<file path="config.mk">
export PLATFORM = sky130hd
export DESIGN_NAME = err_logger
export DESIGN_NICKNAME = d
export VERILOG_FILES = /design/src/rtl/err_logger_pkg.sv /design/src/rtl/err_src_group.sv /design/src/rtl/err_first_ptr.sv /design/src/rtl/err_logger.sv
export SDC_FILE = /design/constraint.sdc
export NUM_CORES = 1
export LEC_CHECK = 0
export BUFFER_PORTS_ARGS = -buffer_cell sky130_fd_sc_hd__buf_2
export CAP_MARGIN = 20
export CORE_MARGIN = 3
export CORE_UTILIZATION = 38
export DETAILED_ROUTE_END_ITERATION = 10
export MAX_ROUTING_LAYER = met4
export PLACE_DENSITY_LB_ADDON = 0.08
export SYNTH_ARGS = -nofsm -noshare
export SYNTH_HDL_FRONTEND = slang
export SYNTH_SLANG_ARGS = --single-unit
</file>
<file path="constraint.sdc">
create_clock -name clk -period 1.99 [get_ports clk]
set_input_delay 0.0995 -clock clk [delete_from_list [all_inputs] [get_ports clk]]
set_output_delay 0.0995 -clock clk [all_outputs]
set_load 0.05 [all_outputs]
</file>
<file path="src/rtl/err_logger_pkg.sv">
package err_logger_pkg;
  // word addresses of the register set
  localparam int ADR_SUM     = 0;
  localparam int ADR_UNC_STS = 1;
  localparam int ADR_UNC_MSK = 2;
  localparam int ADR_UNC_SEV = 3;
  localparam int ADR_COR_STS = 4;
  localparam int ADR_COR_MSK = 5;
  localparam int ADR_PTR     = 6;
  // summary register bit positions
  localparam int SUM_W   = 4;
  localparam int SUM_COR = 0;
  localparam int SUM_NF  = 1;
  localparam int SUM_FAT = 2;
  localparam int SUM_UR  = 3;
endpackage

</file>
<file path="src/rtl/err_src_group.sv">
module err_src_group #(
  parameter int N = 12,
  parameter logic [N-1:0] MASK_RST = '0
) (
  input  logic         clk,
  input  logic         rst,
  input  logic [N-1:0] evt,
  input  logic         mask_we,
  input  logic         sts_w1c,
  input  logic [N-1:0] wdata,
  output logic [N-1:0] sts,
  output logic [N-1:0] mask,
  output logic [N-1:0] hit
);
  logic [N-1:0] clr;

  assign hit = evt & ~mask;
  assign clr = sts_w1c ? wdata : '0;

  always_ff @(posedge clk) begin
    if (rst) begin
      sts  <= '0;
      mask <= MASK_RST;
    end else begin
      sts <= (sts & ~clr) | hit;  // a new event overrides a clear
      if (mask_we) mask <= wdata;
    end
  end


  masked_no_record_chk: assert property (@(posedge clk) disable iff (rst)
    (sts & ~$past(sts) & $past(mask)) == '0);

  event_wins_chk: assert property (@(posedge clk) disable iff (rst)
    (hit != '0) |=> ((sts & $past(hit)) == $past(hit)));

  w1c_clear_chk: assert property (@(posedge clk) disable iff (rst)
    sts_w1c |=> ((sts & $past(wdata & ~hit)) == '0));
endmodule

</file>
<file path="src/rtl/err_first_ptr.sv">
module err_first_ptr #(
  parameter int N = 12,
  parameter int PTR_W = $clog2(N)
) (
  input  logic             clk,
  input  logic             rst,
  input  logic [N-1:0]     sts,
  input  logic [N-1:0]     hit,
  output logic [PTR_W-1:0] ptr
);
  logic [PTR_W-1:0] lowest;

  always_comb begin
    lowest = '0;
    for (int i = N - 1; i >= 0; i--) begin
      if (hit[i]) lowest = PTR_W'(i);
    end
  end

  always_ff @(posedge clk) begin
    if (rst) ptr <= '0;
    else if (sts == '0 && hit != '0) ptr <= lowest;
  end


  ptr_hold_chk: assert property (@(posedge clk) disable iff (rst)
    (sts != '0) |=> $stable(ptr));

  ptr_idle_chk: assert property (@(posedge clk) disable iff (rst)
    (hit == '0) |=> $stable(ptr));
endmodule

</file>
<file path="src/rtl/err_logger.sv">
module err_logger
  import err_logger_pkg::*;
#(
  parameter int UNC_N   = 12,
  parameter int COR_N   = 6,
  parameter int DATA_W  = 32,
  parameter int ADDR_W  = 4,
  parameter int UR_IDX  = 10,
  parameter int ADV_IDX = 5
) (
  input  logic              clk,
  input  logic              rst,
  input  logic [UNC_N-1:0]  unc_evt,
  input  logic [COR_N-1:0]  cor_evt,
  input  logic [ADDR_W-1:0] reg_addr,
  input  logic              reg_wr,
  input  logic              reg_rd,
  input  logic [DATA_W-1:0] reg_wdata,
  output logic [DATA_W-1:0] reg_rdata,
  output logic              cor_report,
  output logic              nonfatal_report,
  output logic              fatal_report
);
  localparam int PTR_W = $clog2(UNC_N);
  localparam logic [COR_N-1:0] COR_MASK_RST = {{(COR_N-1){1'b0}}, 1'b1} << ADV_IDX;

  logic [UNC_N-1:0] unc_sts, unc_mask, unc_hit, unc_sev;
  logic [COR_N-1:0] cor_sts, cor_mask, cor_hit;
  logic [PTR_W-1:0] first_ptr;
  logic [SUM_W-1:0] sum_sts, sum_hit, sum_clr;
  logic [DATA_W-1:0] rd_mux;
  logic wr_sum, wr_usts, wr_umsk, wr_sev, wr_csts, wr_cmsk;
  logic unused_wdata_hi;

  assign unused_wdata_hi = ^reg_wdata[DATA_W-1:UNC_N];

  assign wr_sum  = reg_wr && (reg_addr == ADDR_W'(ADR_SUM));
  assign wr_usts = reg_wr && (reg_addr == ADDR_W'(ADR_UNC_STS));
  assign wr_umsk = reg_wr && (reg_addr == ADDR_W'(ADR_UNC_MSK));
  assign wr_sev  = reg_wr && (reg_addr == ADDR_W'(ADR_UNC_SEV));
  assign wr_csts = reg_wr && (reg_addr == ADDR_W'(ADR_COR_STS));
  assign wr_cmsk = reg_wr && (reg_addr == ADDR_W'(ADR_COR_MSK));

  err_src_group #(.N(UNC_N), .MASK_RST('0)) u_unc (
    .clk(clk), .rst(rst), .evt(unc_evt), .mask_we(wr_umsk), .sts_w1c(wr_usts),
    .wdata(reg_wdata[UNC_N-1:0]), .sts(unc_sts), .mask(unc_mask), .hit(unc_hit)
  );

  err_src_group #(.N(COR_N), .MASK_RST(COR_MASK_RST)) u_cor (
    .clk(clk), .rst(rst), .evt(cor_evt), .mask_we(wr_cmsk), .sts_w1c(wr_csts),
    .wdata(reg_wdata[COR_N-1:0]), .sts(cor_sts), .mask(cor_mask), .hit(cor_hit)
  );

  err_first_ptr #(.N(UNC_N), .PTR_W(PTR_W)) u_ptr (
    .clk(clk), .rst(rst), .sts(unc_sts), .hit(unc_hit), .ptr(first_ptr)
  );

  // severity register
  always_ff @(posedge clk) begin
    if (rst) unc_sev <= '0;
    else if (wr_sev) unc_sev <= reg_wdata[UNC_N-1:0];
  end

  // class summary and report pulses
  always_comb begin
    sum_hit          = '0;
    sum_hit[SUM_COR] = |cor_hit;
    sum_hit[SUM_NF]  = |(unc_hit & ~unc_sev);
    sum_hit[SUM_FAT] = |(unc_hit & unc_sev);
    sum_hit[SUM_UR]  = unc_hit[UR_IDX];
  end
  assign sum_clr = wr_sum ? reg_wdata[SUM_W-1:0] : '0;

  always_ff @(posedge clk) begin
    if (rst) begin
      sum_sts         <= '0;
      cor_report      <= 1'b0;
      nonfatal_report <= 1'b0;
      fatal_report    <= 1'b0;
    end else begin
      sum_sts         <= (sum_sts & ~sum_clr) | sum_hit;
      cor_report      <= sum_hit[SUM_COR];
      nonfatal_report <= sum_hit[SUM_NF];
      fatal_report    <= sum_hit[SUM_FAT];
    end
  end

  // read path
  always_comb begin
    rd_mux = '0;
    case (reg_addr)
      ADDR_W'(ADR_SUM):     rd_mux = DATA_W'(sum_sts);
      ADDR_W'(ADR_UNC_STS): rd_mux = DATA_W'(unc_sts);
      ADDR_W'(ADR_UNC_MSK): rd_mux = DATA_W'(unc_mask);
      ADDR_W'(ADR_UNC_SEV): rd_mux = DATA_W'(unc_sev);
      ADDR_W'(ADR_COR_STS): rd_mux = DATA_W'(cor_sts);
      ADDR_W'(ADR_COR_MSK): rd_mux = DATA_W'(cor_mask);
      ADDR_W'(ADR_PTR):     rd_mux = DATA_W'(first_ptr);
      default:              rd_mux = '0;
    endcase
  end

  always_ff @(posedge clk) begin
    if (rst) reg_rdata <= '0;
    else     reg_rdata <= reg_rd ? rd_mux : '0;
  end


  summary_cor_chk: assert property (@(posedge clk) disable iff (rst)
    cor_report |-> sum_sts[SUM_COR]);

  summary_fatal_chk: assert property (@(posedge clk) disable iff (rst)
    fatal_report |-> sum_sts[SUM_FAT]);
endmodule

</file>
== Yosys cells after proc, flatten, opt, wreduce, memory -nomap -nowiden ==
Cells that the tools add are included.

* Add/subtract/negate cells: 0
* Multipliers: 0
* Divide/modulo/power cells: 0
* Order comparisons: 0
* Equal/unequal tests: 6
* Shift operators: 0
* Mux-type cells: 16
* Bitwise logic cells: 17
* Reductions and logical operators: 14

{| class="wikitable"
|+ Operators by type and width
! operator !! count
|-
| one-hot mux 12 bit (7 select lines) || 1
|-
| two-way mux 4 bit || 13
|-
| AND 12 bit || 4
|-
| inverter 12 bit || 3
|-
| OR reduction 12 bit || 2
|-
| AND 6 bit || 2
|-
| equality test 4 x 3 -> 1 bit, second input constant || 3
|-
| logical NOT 12 bit || 1
|-
| two-way mux 12 bit || 1
|-
| inverter 6 bit || 2
|-
| bitwise OR 12 bit || 1
|-
| nonzero test 12 bit || 1
|-
| equality test 4 x 2 -> 1 bit, second input constant || 2
|-
| logical AND 1 bit || 7
|-
| two-way mux 6 bit || 1
|-
| bitwise OR 6 bit || 1
|-
| OR reduction 6 bit || 1
|-
| AND 4 bit || 1
|-
| equality test 4 x 1 -> 1 bit, second input constant || 1
|-
| logical NOT 4 bit || 1
|-
| inverter 4 bit || 1
|-
| bitwise OR 4 bit || 1
|-
| OR reduction 2 bit || 1
|-
| inverter 1 bit || 1
|}

* Register bits: 91
* Bits in latches: 0
* RAM bits: 0
* Bits in read-only memories: 0
* Input port bits: 58
* Word-level logic and storage cells: 64
* Memories: 0

== Depth between registers and ports, before layout ==
Gate-level depths: netlist (run 1).

* Word-level depth: 14
* Depth in mapped cells: 7

== Hierarchy ==
From an unflattened synthesis (run 1), not the netlist that was laid out.

* Cell total of the unflattened synthesis: 393
* Area, all modules: 3595.9 um^2

{| class="wikitable"
|+ By module, submodules not included
! module !! instances !! cells an instance !! area each (um^2) !! sequential area each (um^2)
|-
| err_logger || 1 || 220 || 1841.8 || 620.6
|-
| err_src_group at u_unc || 1 || 88 || 954.7 || 480.5
|-
| err_src_group at u_cor || 1 || 44 || 483.0 || 240.2
|-
| err_first_ptr || 1 || 41 || 316.6 || 80.1
|}

== Worst setup path before layout (run 1) ==
Ideal clock, no wire load.

* Path kind: reg-to-reg
* Start point: reg u_unc.mask[0]
* End point: reg u_ptr.ptr[0]
* Setup time: 121 ps
* Arrival: 1590 ps
* Slack: 279 ps
* Cell stages (with the launch flop): 6
* Buffers on the path: 0
* Cells stage by stage: dfxtp_1 > and2b_1 > or4_4 > nand2b_4 > o21a_4 > mux2_4

* Cells in the longest elaborated chain, start to end: 4
* Elaborated cells between the ends (all ways): 5
* Those cells by class: mux (1); bitwise (2); reduce/logical (2)

{| class="wikitable"
|+ Ends and longest elaborated chain
! element !! line !! RTL
|-
| start, declared || err_src_group.sv:12 || <nowiki>output logic [N-1:0] mask,</nowiki>
|-
| start signal, assigned || err_src_group.sv:26 || <nowiki>if (mask_we) mask <= wdata;</nowiki>
|-
| inverter 12 bit (*) || err_src_group.sv:17 || <nowiki>assign hit = evt & ~mask;</nowiki>
|-
| AND 12 bit (*) || err_src_group.sv:17 ||
|-
| nonzero test 12 bit || err_first_ptr.sv:22 || <nowiki>else if (sts == '0 && hit != '0) ptr <= lowest;</nowiki>
|-
| logical AND 1 bit || err_first_ptr.sv:22 ||
|-
| end signal, assigned || err_first_ptr.sv:22 ||
|-
| end, declared || err_first_ptr.sv:9 || <nowiki>output logic [PTR_W-1:0] ptr</nowiki>
|}

Every way passes the cells marked *; elsewhere a longest branch is shown, timed or not.
A chain may end at the register's enable or synchronous reset.

== Worst setup path in the final report (run 1) ==
Ends and elaborated chain as after synthesis.

==> impl_metrics.csv, run 1 <==
group,metric,value,unit
sta,clock_skew_after_layout,0.009778,ns
pwr,internal_power,2.241,mW
sta,maxSlewViolCount,0,
sta,fmax,551.4,MHz
grt,maximum_number_of_pins_on_one_net_before_global_route_repair,26,
drt,drc,0,
pwr,power_density,771.0,nW/µm²
sta,grt_setup_unrepaired,"false",
drt,detail_route.vias_per_cell,5.153,
logic_synthesis,netlist_instances,390,
setup_path,critPathKind,"flop to flop",
pwr,power.share.clock,37.5,%
grt,antenna_found_initial,0,
pwr,comb_power_share,13.8,%
pwr,switch_pwr,0.8409,mW
drt,ant_nets,0,
drt,drtPass1Iterations,4,
final_layout,final_core_util,45.62,%
logic_synthesis,synthFlopType,"sky130_fd_sc_hd__dfxtp_1",
logic_synthesis,yosys.cell_types.count,52,
sta,timing.final.crit_period,1.814,ns
drt,wl_per_cell,16.87,µm
final_layout,layout-drive-gt1-share,21.59,%
placement,place.port_buffers,52,
final_layout,layout_commonest_cell,"sky130_fd_sc_hd__dfxtp_1",
drt,wirelength_met1,4497,µm
final_layout,num_antenna_cells,0,
clock_network,cts_resized,0,
placement,detailedPlacementHpwl,7073,µm
die,placementRows,34,
clock_network,ctsLongestPathBuffers,2,
min_path,min_delay_startpoint,"reg_wdata[8]",
die,fp.dieW,101.2,µm
die,io_pins,93,
sta,period_share,91.14,%
placement,global_placement_routability_congestion,0.8261,
die,start_util,39.26,%
setup_path,worstReg2RegStart,"u_unc.mask[0]",
clock_network,clk_transition_reported_paths,0.07,ns
clock_network,post_cts_hold_buffer_count,0,
final_layout,postLayoutCellArea,3998,µm²
clock_network,worst_skew_pair.late_latency,0.34,ns
placement,dp_worst_setup_slack,0.1868,ns
pwr,pwr-share-seq,48.7,%
clock_network,cts.sinks,71,
logic_synthesis,ys_seq_elements,71,
clock_network,cts_tree,"yes",
grt,grt.total_usage,19.89,%
clock_network,clock_tree.root_cell,"sky130_fd_sc_hd__clkbuf_8",
die,fp.dieH,101.2,µm
drt,final_wirelength,9480,µm
die,floorplan.core_area,8763,µm²
setup_path,worst-endpoint-required,2.22,ns
sta,final_hold_viol_count,0,
drt,met2_wl_post_dr,4387,µm
logic_synthesis,number_of_flops_mapped_to_enable_cells_by_yosys,0,
sta,timing.hold.ws,0.03031,ns
final_layout,final_nets,508,
run,cap_viol_max_count,0,
clock_network,post_cts_buffers,0,
pwr,cellLeakagePower,1.674,nW
logic_synthesis,post_synth_instance_area,3441,µm²
drt,wl_met3,550,µm
die,design.die.area,10230,µm²
pwr,max-vdd-ir-drop,273.4,µV
setup_path,critical_path_peak_fanout,6,
sta,final.setup.worst_slack,0.1764,ns
logic_synthesis,yosysSeqAreaShare,41.31,%
sta,timing.setup.tns,0,ns
min_path,hold_path_class,"input port to flop",
grt,overflow,0,
setup_path,crit_path_end_kind,"flop",
setup_path,worst-endpoint-arrival,2.04,ns
final_layout,layoutNonFillerInstCount,562,
setup_path,crit_path_start,"u_unc.mask[0]",
final_layout,area_delta_synth_final,16.18,%
logic_synthesis,synth-warning-count,0,
sta,setup_violations,0,
pwr,switching_share,27.28,%
clock_network,cts-buffers-inserted,9,
grt,first_global_vias,2817,
setup_path,critPathLaunchType,"flop",
logic_synthesis,synthesis.area_per_instance,8.823,µm²
final_layout,highest_count_cells_in_the_layout_ignoring_fill_and_taps,"sky130_fd_sc_hd__dfxtp_1, sky130_fd_sc_hd__nor2_1, sky130_fd_sc_hd__buf_2, sky130_fd_sc_hd__mux2i_1, sky130_fd_sc_hd__nand2_1",
drt,drt_iter0_markers,133,
run_status,outcome,"completed",
sta,max_slew.worst_pin.slew,0.6065,ns
pwr,design_power_total,3.082,mW
drt,maxUsedRoutingLayer,"met4",
drt,vias,2896,
clock_network,clock_tree.htree_level_count,3,
grt,grt_first_pass_wirelength,15120,µm
sta,maxSlewHeadroom,59.48,%
placement,detailed_place.area,3800,µm²
logic_synthesis,synth_async_sr_flop_share,0,%
placement,dpl.cell_count,547,
==> Yosys cell counts (all sizes together), types with 5 or more instances <==
library cell,count,area (µm²)
nand2,32,120.1
a22oi,11,82.58
mux2i,36,360.4
clkbuf,12,45.04
a21oi,27,135.1
dfxtp,71,1421
nor4,5,46.29
a221oi,7,61.31
inv,6,22.52
nor2,68,257.8
mux2,11,127.6
nor2b,22,142.6
nand2b,9,63.81
buf,26,182.7
==> power by group through the flow <==
stage / registers [mW] / clock network [mW] / logic [mW]
2_1_floorplan: 1.54 / 0 / 0.303
3_3_place_gp: 1.53 / 0 / 0.424
3_5_place_dp: 1.53 / 0 / 0.424
4_1_cts: 1.50 / 1.19 / 0.426
5_1_grt: 1.50 / 1.26 / 0.464
6_report: 1.50 / 1.16 / 0.426
==> state kept, by name, indices dropped and copies added (netlist names) <==
| signal | count |
|---|---|
| unc_sev | 12 |
| nonfatal_report | 1 |
| reg_rdata | 12 |
| u_cor.sts | 6 |
| cor_report | 1 |
| u_unc.mask | 12 |
| sum_sts | 4 |
| fatal_report | 1 |
| u_cor.mask | 6 |
| u_unc.sts | 12 |
| u_ptr.ptr | 4 |
==> cells by family (layout without fill, tap and decap cells) <==
logic type | after synthesis | in the layout | synth area share (%)
flip-flops | 71 | 71 | 41.31
other | 1 | 20 | 0.1090
AO/OA/AOI/OAI | 73 | 73 | 14.40
multiplexers | 48 | 48 | 14.84
AND/OR/NAND/NOR | 153 | 153 | 22.07
buffers and inverters | 44 | 89 | 7.272
==> cell type report <==
cell class / instances / area [µm²]
Multi-Input combinational cell: 294 / 1841
Clock buffer: 12 / 155.1
Timing Repair Buffer: 68 / 380.4
Sequential cell: 71 / 1421
Tap cell: 108 / 135.1
Clock inverter: 3 / 42.54
Fill cell: 894 / 4766
Inverter: 6 / 22.52
==> worst max-delay path, cell delays in order, from the launching register on <==
cell	delay, ns
sky130_fd_sc_hd__dfxtp_1	0.34
sky130_fd_sc_hd__and2b_1	0.25
sky130_fd_sc_hd__or4_4	0.46
sky130_fd_sc_hd__nand2b_4	0.16
sky130_fd_sc_hd__o21a_4	0.20
sky130_fd_sc_hd__mux2_4	0.28
==> metal layers <==
metal  vias to the layer above  GRT usage [%]
met5                         -              -
met4                         0          4.397
met3                         4          3.994
met2                        85          30.08
met1                      1363          27.55
li1                       1444              -
==> path summary, 6_finish.rpt <==
kind / to / slack (ns) / depth (start not counted)
worst max-delay path: u_ptr.ptr[0] / 0.18 / 5
worst min-delay path: unc_sev[8] / 0.03 / 3
worst max register to register: u_ptr.ptr[0] / 0.18 / 5
worst min register to register: sum_sts[3] / 0.46 / 2
Note: power is estimated with default switching activity, not from simulation.
==> inputs of run 2 (changes only) <==
Settings changed: CELL_PAD_IN_SITES_DETAIL_PLACEMENT set to 0, CELL_PAD_IN_SITES_GLOBAL_PLACEMENT set to 1.
==> impl_metrics.csv, run 2 (synthesis results as in run 1) <==
group,metric,value,unit
run_status,outcome,"completed",
clock_network,cts.sinks,71,
sta,timing.setup.tns,0,ns
sta,timing.final.crit_period,1.834,ns
grt,grt.total_usage,20.32,%
final_layout,layout-drive-gt1-share,21.98,%
drt,drtPass1Iterations,4,
die,placementRows,34,
grt,grt_first_pass_wirelength,15440,µm
pwr,cellLeakagePower,1.698,nW
sta,maxSlewHeadroom,62.24,%
run,cap_viol_max_count,0,
setup_path,worst-endpoint-required,2.22,ns
setup_path,critical_path_peak_fanout,6,
drt,vias,2925,
setup_path,critical_path.cell_chain,"and2b_1, or4_4, nand2b_4, o21a_4, mux2_4",
die,fp.dieH,101.2,µm
die,fp.dieW,101.2,µm
setup_path,worst-endpoint-arrival,2.06,ns
die,start_util,39.26,%
sta,final_hold_viol_count,0,
drt,ant_nets,0,
sta,maxSlewViolCount,0,
setup_path,critPathKind,"flop to flop",
drt,drc,0,
clock_network,clock_tree.htree_level_count,3,
sta,grt_setup_unrepaired,"false",
drt,wl_per_cell,17.40,µm
grt,maximum_number_of_pins_on_one_net_before_global_route_repair,37,
final_layout,final_core_util,46.07,%
clock_network,post_cts_hold_buffer_count,0,
setup_path,crit_path_end_kind,"flop",
clock_network,cts_tree,"yes",
placement,place.port_buffers,52,
sta,clock_skew_after_layout,0.008251,ns
pwr,power_density,808.9,nW/µm²
sta,period_share,92.14,%
grt,antenna_found_initial,0,
final_layout,final_nets,509,
placement,detailed_place.area,3807,µm²
drt,detail_route.vias_per_cell,5.195,
final_layout,postLayoutCellArea,4038,µm²
sta,setup_violations,0,
setup_path,max_stage_delay,0.46,ns
sta,fmax,545.4,MHz
clock_network,post_cts_buffers,0,
clock_network,cts_resized,0,
drt,final_wirelength,9794,µm
final_layout,layout_commonest_cell,"sky130_fd_sc_hd__dfxtp_1",
die,design.die.area,10230,µm²
final_layout,num_antenna_cells,0,
pwr,max-vdd-ir-drop,408.2,µV
grt,overflow,0,
clock_network,worst_skew_pair.late_latency,0.34,ns
sta,max_slew.worst_pin.slew,0.5663,ns
min_path,hold_path_class,"input port to flop",
final_layout,area_delta_synth_final,17.35,%
clock_network,ctsLongestPathBuffers,2,
drt,drt_iter0_markers,133,
setup_path,crit_slowest_cell,"sky130_fd_sc_hd__or4_4",
placement,global_placement_routability_congestion,0.8454,
final_layout,highest_count_cells_in_the_layout_ignoring_fill_and_taps,"sky130_fd_sc_hd__dfxtp_1, sky130_fd_sc_hd__nor2_1, sky130_fd_sc_hd__buf_2, sky130_fd_sc_hd__mux2i_1, sky130_fd_sc_hd__nand2_1",
die,floorplan.core_area,8763,µm²
clock_network,cts-buffers-inserted,9,
placement,detailedPlacementHpwl,7086,µm
setup_path,critPathLaunchType,"flop",
clock_network,clk_transition_reported_paths,0.08,ns
die,io_pins,93,
grt,first_global_vias,2838,
clock_network,clock_tree.root_cell,"sky130_fd_sc_hd__clkbuf_8",
-- run 2: cell count changes in the layout (fill, tap and decap cells not counted) --
cell                         delta
sky130_fd_sc_hd__buf_4          +1
sky130_fd_sc_hd__bufinv_16      +1
sky130_fd_sc_hd__clkbuf_8       +1
sky130_fd_sc_hd__clkbuf_1       -1
sky130_fd_sc_hd__clkinvlp_4     -1
-- run 2: worst paths after layout --
kind	start	end	slack, ns	cells past startpoint
setup / recovery	u_unc.mask[0]	u_ptr.ptr[0]	0.16	5
hold / removal	reg_wdata[8]	unc_sev[8]	0.02	3
setup reg to reg	u_unc.mask[0]	u_ptr.ptr[0]	0.16	5
hold reg to reg	sum_sts[2]	sum_sts[2]	0.47	2
-- run 2: per-layer routing --
metal,GRT usage (%),wire (µm),up-vias
met3,4.201,545,6
met5,-,0,-
met1,27.64,4681,1373
met4,4.192,68,0
met2,31.39,4498,89
li1,-,-,1457
-- run 2: worst max-delay path, delay by kind of cell, from the launching register on --
family / cells / cell delay, ns
AOI/OAI and AO/OA: 1 / 0.20
DFF: 1 / 0.35
and+or+nand+nor: 3 / 0.88
muxes: 1 / 0.28
-- run 2: layout make-up --
cell class,instances,area [µm²]
clock buffers,12,165.2
clock inverters,3,65.06
fillers,890,4726
inverters,6,22.52
multi-input cells,294,1841
flip-flops and latches,71,1421
well taps,108,135.1
repair buffers,69,387.9
-- run 2: power by group --
| group | total (mW) | internal [mW] | switching [mW] | leakage [nW] |
|---|---|---|---|---|
| clock | 1.34 | 0.801 | 0.539 | 0.118 |
| combinational | 0.427 | 0.137 | 0.290 | 1.00 |
| sequential | 1.50 | 1.47 | 0.0339 | 0.580 |
-- run 2: through the flow --
stage	setup WS (ns)	hold WS (ns)	power, mW	cells
floorplan	0.2791	0.1800	1.844	409
global placement	0.2053	0.3694	1.956	548
detailed placement	0.1847	0.3754	1.959	548
CTS	0.1645	0.006410	3.303	563
global route	0.1246	0.02605	3.412	563
finish	0.1564	0.02057	3.266	563
==> inputs of run 3 (changes only) <==
Settings changed: BUFFER_PORTS_ARGS -buffer_cell sky130_fd_sc_hd__buf_2 to not set, DONT_BUFFER_PORTS set to 1.
==> impl_metrics.csv, run 3 (synthesis results as in run 1) <==
group,metric,value,unit
run_status,outcome,"completed",
setup_path,critical_path_peak_fanout,6,
final_layout,fillers,903,
grt,first_global_vias,2702,
pwr,cellLeakagePower,1.505,nW
placement,global_placement_routability_congestion,0.8250,
sta,max_slew.worst_pin.slew,0.6489,ns
clock_network,worst_skew_pair.late_latency,0.34,ns
die,floorplan.core_area,8763,µm²
drt,ant_nets,0,
run,cap_viol_max_count,0,
setup_path,crit_slowest_cell,"sky130_fd_sc_hd__or4_4",
clock_network,clock_tree.root_cell,"sky130_fd_sc_hd__clkbuf_8",
final_layout,layoutNonFillerInstCount,527,
clock_network,ctsLongestPathBuffers,2,
sta,timing.setup.tns,0,ns
final_layout,final_nets,472,
clock_network,cts_tree,"yes",
setup_path,worst-endpoint-required,2.22,ns
sta,timing.final.crit_period,1.831,ns
setup_path,critPathLaunchType,"flop",
drt,wl_per_cell,19.31,µm
setup_path,critical_path.cell_chain,"and2b_1, or4_4, nand2b_4, o21a_4, mux2_4",
setup_path,crit_path_end_kind,"flop",
grt,maximum_number_of_pins_on_one_net_before_global_route_repair,58,
sta,period_share,92.03,%
sta,maxSlewViolCount,0,
drt,vias,2829,
final_layout,highest_count_cells_in_the_layout_ignoring_fill_and_taps,"sky130_fd_sc_hd__dfxtp_1, sky130_fd_sc_hd__nor2_1, sky130_fd_sc_hd__mux2i_1, sky130_fd_sc_hd__nand2_1, sky130_fd_sc_hd__a21oi_1",
sta,fmax,546.0,MHz
placement,place.port_buffers,0,
drt,drc,0,
drt,final_wirelength,10180,µm
final_layout,multi_input_logic_area,1841,µm²
placement,detailedPlacementHpwl,6999,µm
setup_path,worst-endpoint-arrival,2.06,ns
clock_network,clock_tree.htree_level_count,3,
clock_network,cts-buffers-inserted,9,
min_path,hold_path_class,"input port to flop",
pwr,max-vdd-ir-drop,276.4,µV
sta,final_hold_viol_count,0,
pwr,power_density,732.3,nW/µm²
pwr,design_power_total,2.836,mW
sta,setup_violations,0,
clock_network,clk_transition_reported_paths,0.07,ns
die,design.die.area,10230,µm²
clock_network,cts.sinks,71,
grt,antenna_found_initial,2,
sta,maxSlewHeadroom,55.62,%
die,fp.dieW,101.2,µm
die,placementRows,34,
die,start_util,39.26,%
final_layout,area_delta_synth_final,12.55,%
drt,drt_iter0_markers,118,
die,io_pins,93,
final_layout,regArea,1421,µm²
setup_path,max_stage_delay,0.46,ns
final_layout,layout_commonest_cell,"sky130_fd_sc_hd__dfxtp_1",
drt,drtPass1Iterations,4,
sta,clock_skew_after_layout,0.005888,ns
setup_path,critPathKind,"flop to flop",
placement,dpl.cell_count,493,
final_layout,layout-drive-gt1-share,10.07,%
grt,grt_first_pass_wirelength,15590,µm
die,fp.dieH,101.2,µm
grt,grt.total_usage,20.88,%
sta,grt_setup_unrepaired,"false",
drt,detail_route.vias_per_cell,5.368,
grt,overflow,0,
==> run 3: power breakdown <==
group | switching [mW] | internal (mW) | total (mW)
combinational | 0.237 | 0.131 | 0.368
sequential | 0.0566 | 1.47 | 1.52
clock | 0.508 | 0.436 | 0.945
==> run 3: worst max-delay path, delay by kind of cell (launching register included) <==
kind / cells / cell delay, ns
flops: 1 / 0.35
mux: 1 / 0.29
simple gates: 3 / 0.87
compound gates: 1 / 0.21
==> run 3: routing by layer <==
metal  global-route usage [%]  share of wire [%]  vias up
met2                    31.89                 47       68
met3                    3.512                5.1       13
met1                    28.43                 47     1372
met4                    6.135                1.2        0
li1                         -                  -     1376
met5                        -                  0        -
==> run 3: final cells by class <==
type | instances | area share [%]
multi-input combinational | 294 | 47.53
sequential | 71 | 36.70
timing repair buffer | 32 | 7.819
clock buffer | 12 | 3.490
tap | 108 | 3.490
inverter | 6 | 0.5816
clock inverter | 2 | 0.2585
antenna | 2 | 0.1292
==> run 3: final timing paths <==
check,start,endpoint,slack [ns],cells after the start
worst max register to register,u_unc.mask[0],u_ptr.ptr[0],0.16,5
worst min-delay path,reg_addr[0],reg_rdata[0],0.05,3
worst min register to register,sum_sts[3],sum_sts[3],0.46,2
worst max-delay path,u_unc.mask[0],u_ptr.ptr[0],0.16,5
==> run 3: metrics by stage <==
step                worst slack, ns  hold WS (ns)  utilization [%]  area [µm²]
finish                       0.1585       0.04692            44.19        3872
global route                0.01741       0.04822            44.19        3872
CTS                          0.1293       0.01855            44.13        3867
detailed placement           0.1570        0.1796            40.22        3525
global placement             0.2081        0.1771            40.22        3525
floorplan                    0.2791        0.1800                -        3512
==> run 3: what timing repair did <==
action                                  in CTS  in global routing
endpoints found under the hold margin       70                  0
resized for setup                            0                  0
hold buffers                                18                  0
endpoints found under the setup margin       0                  0
buffers inserted                             0                  0
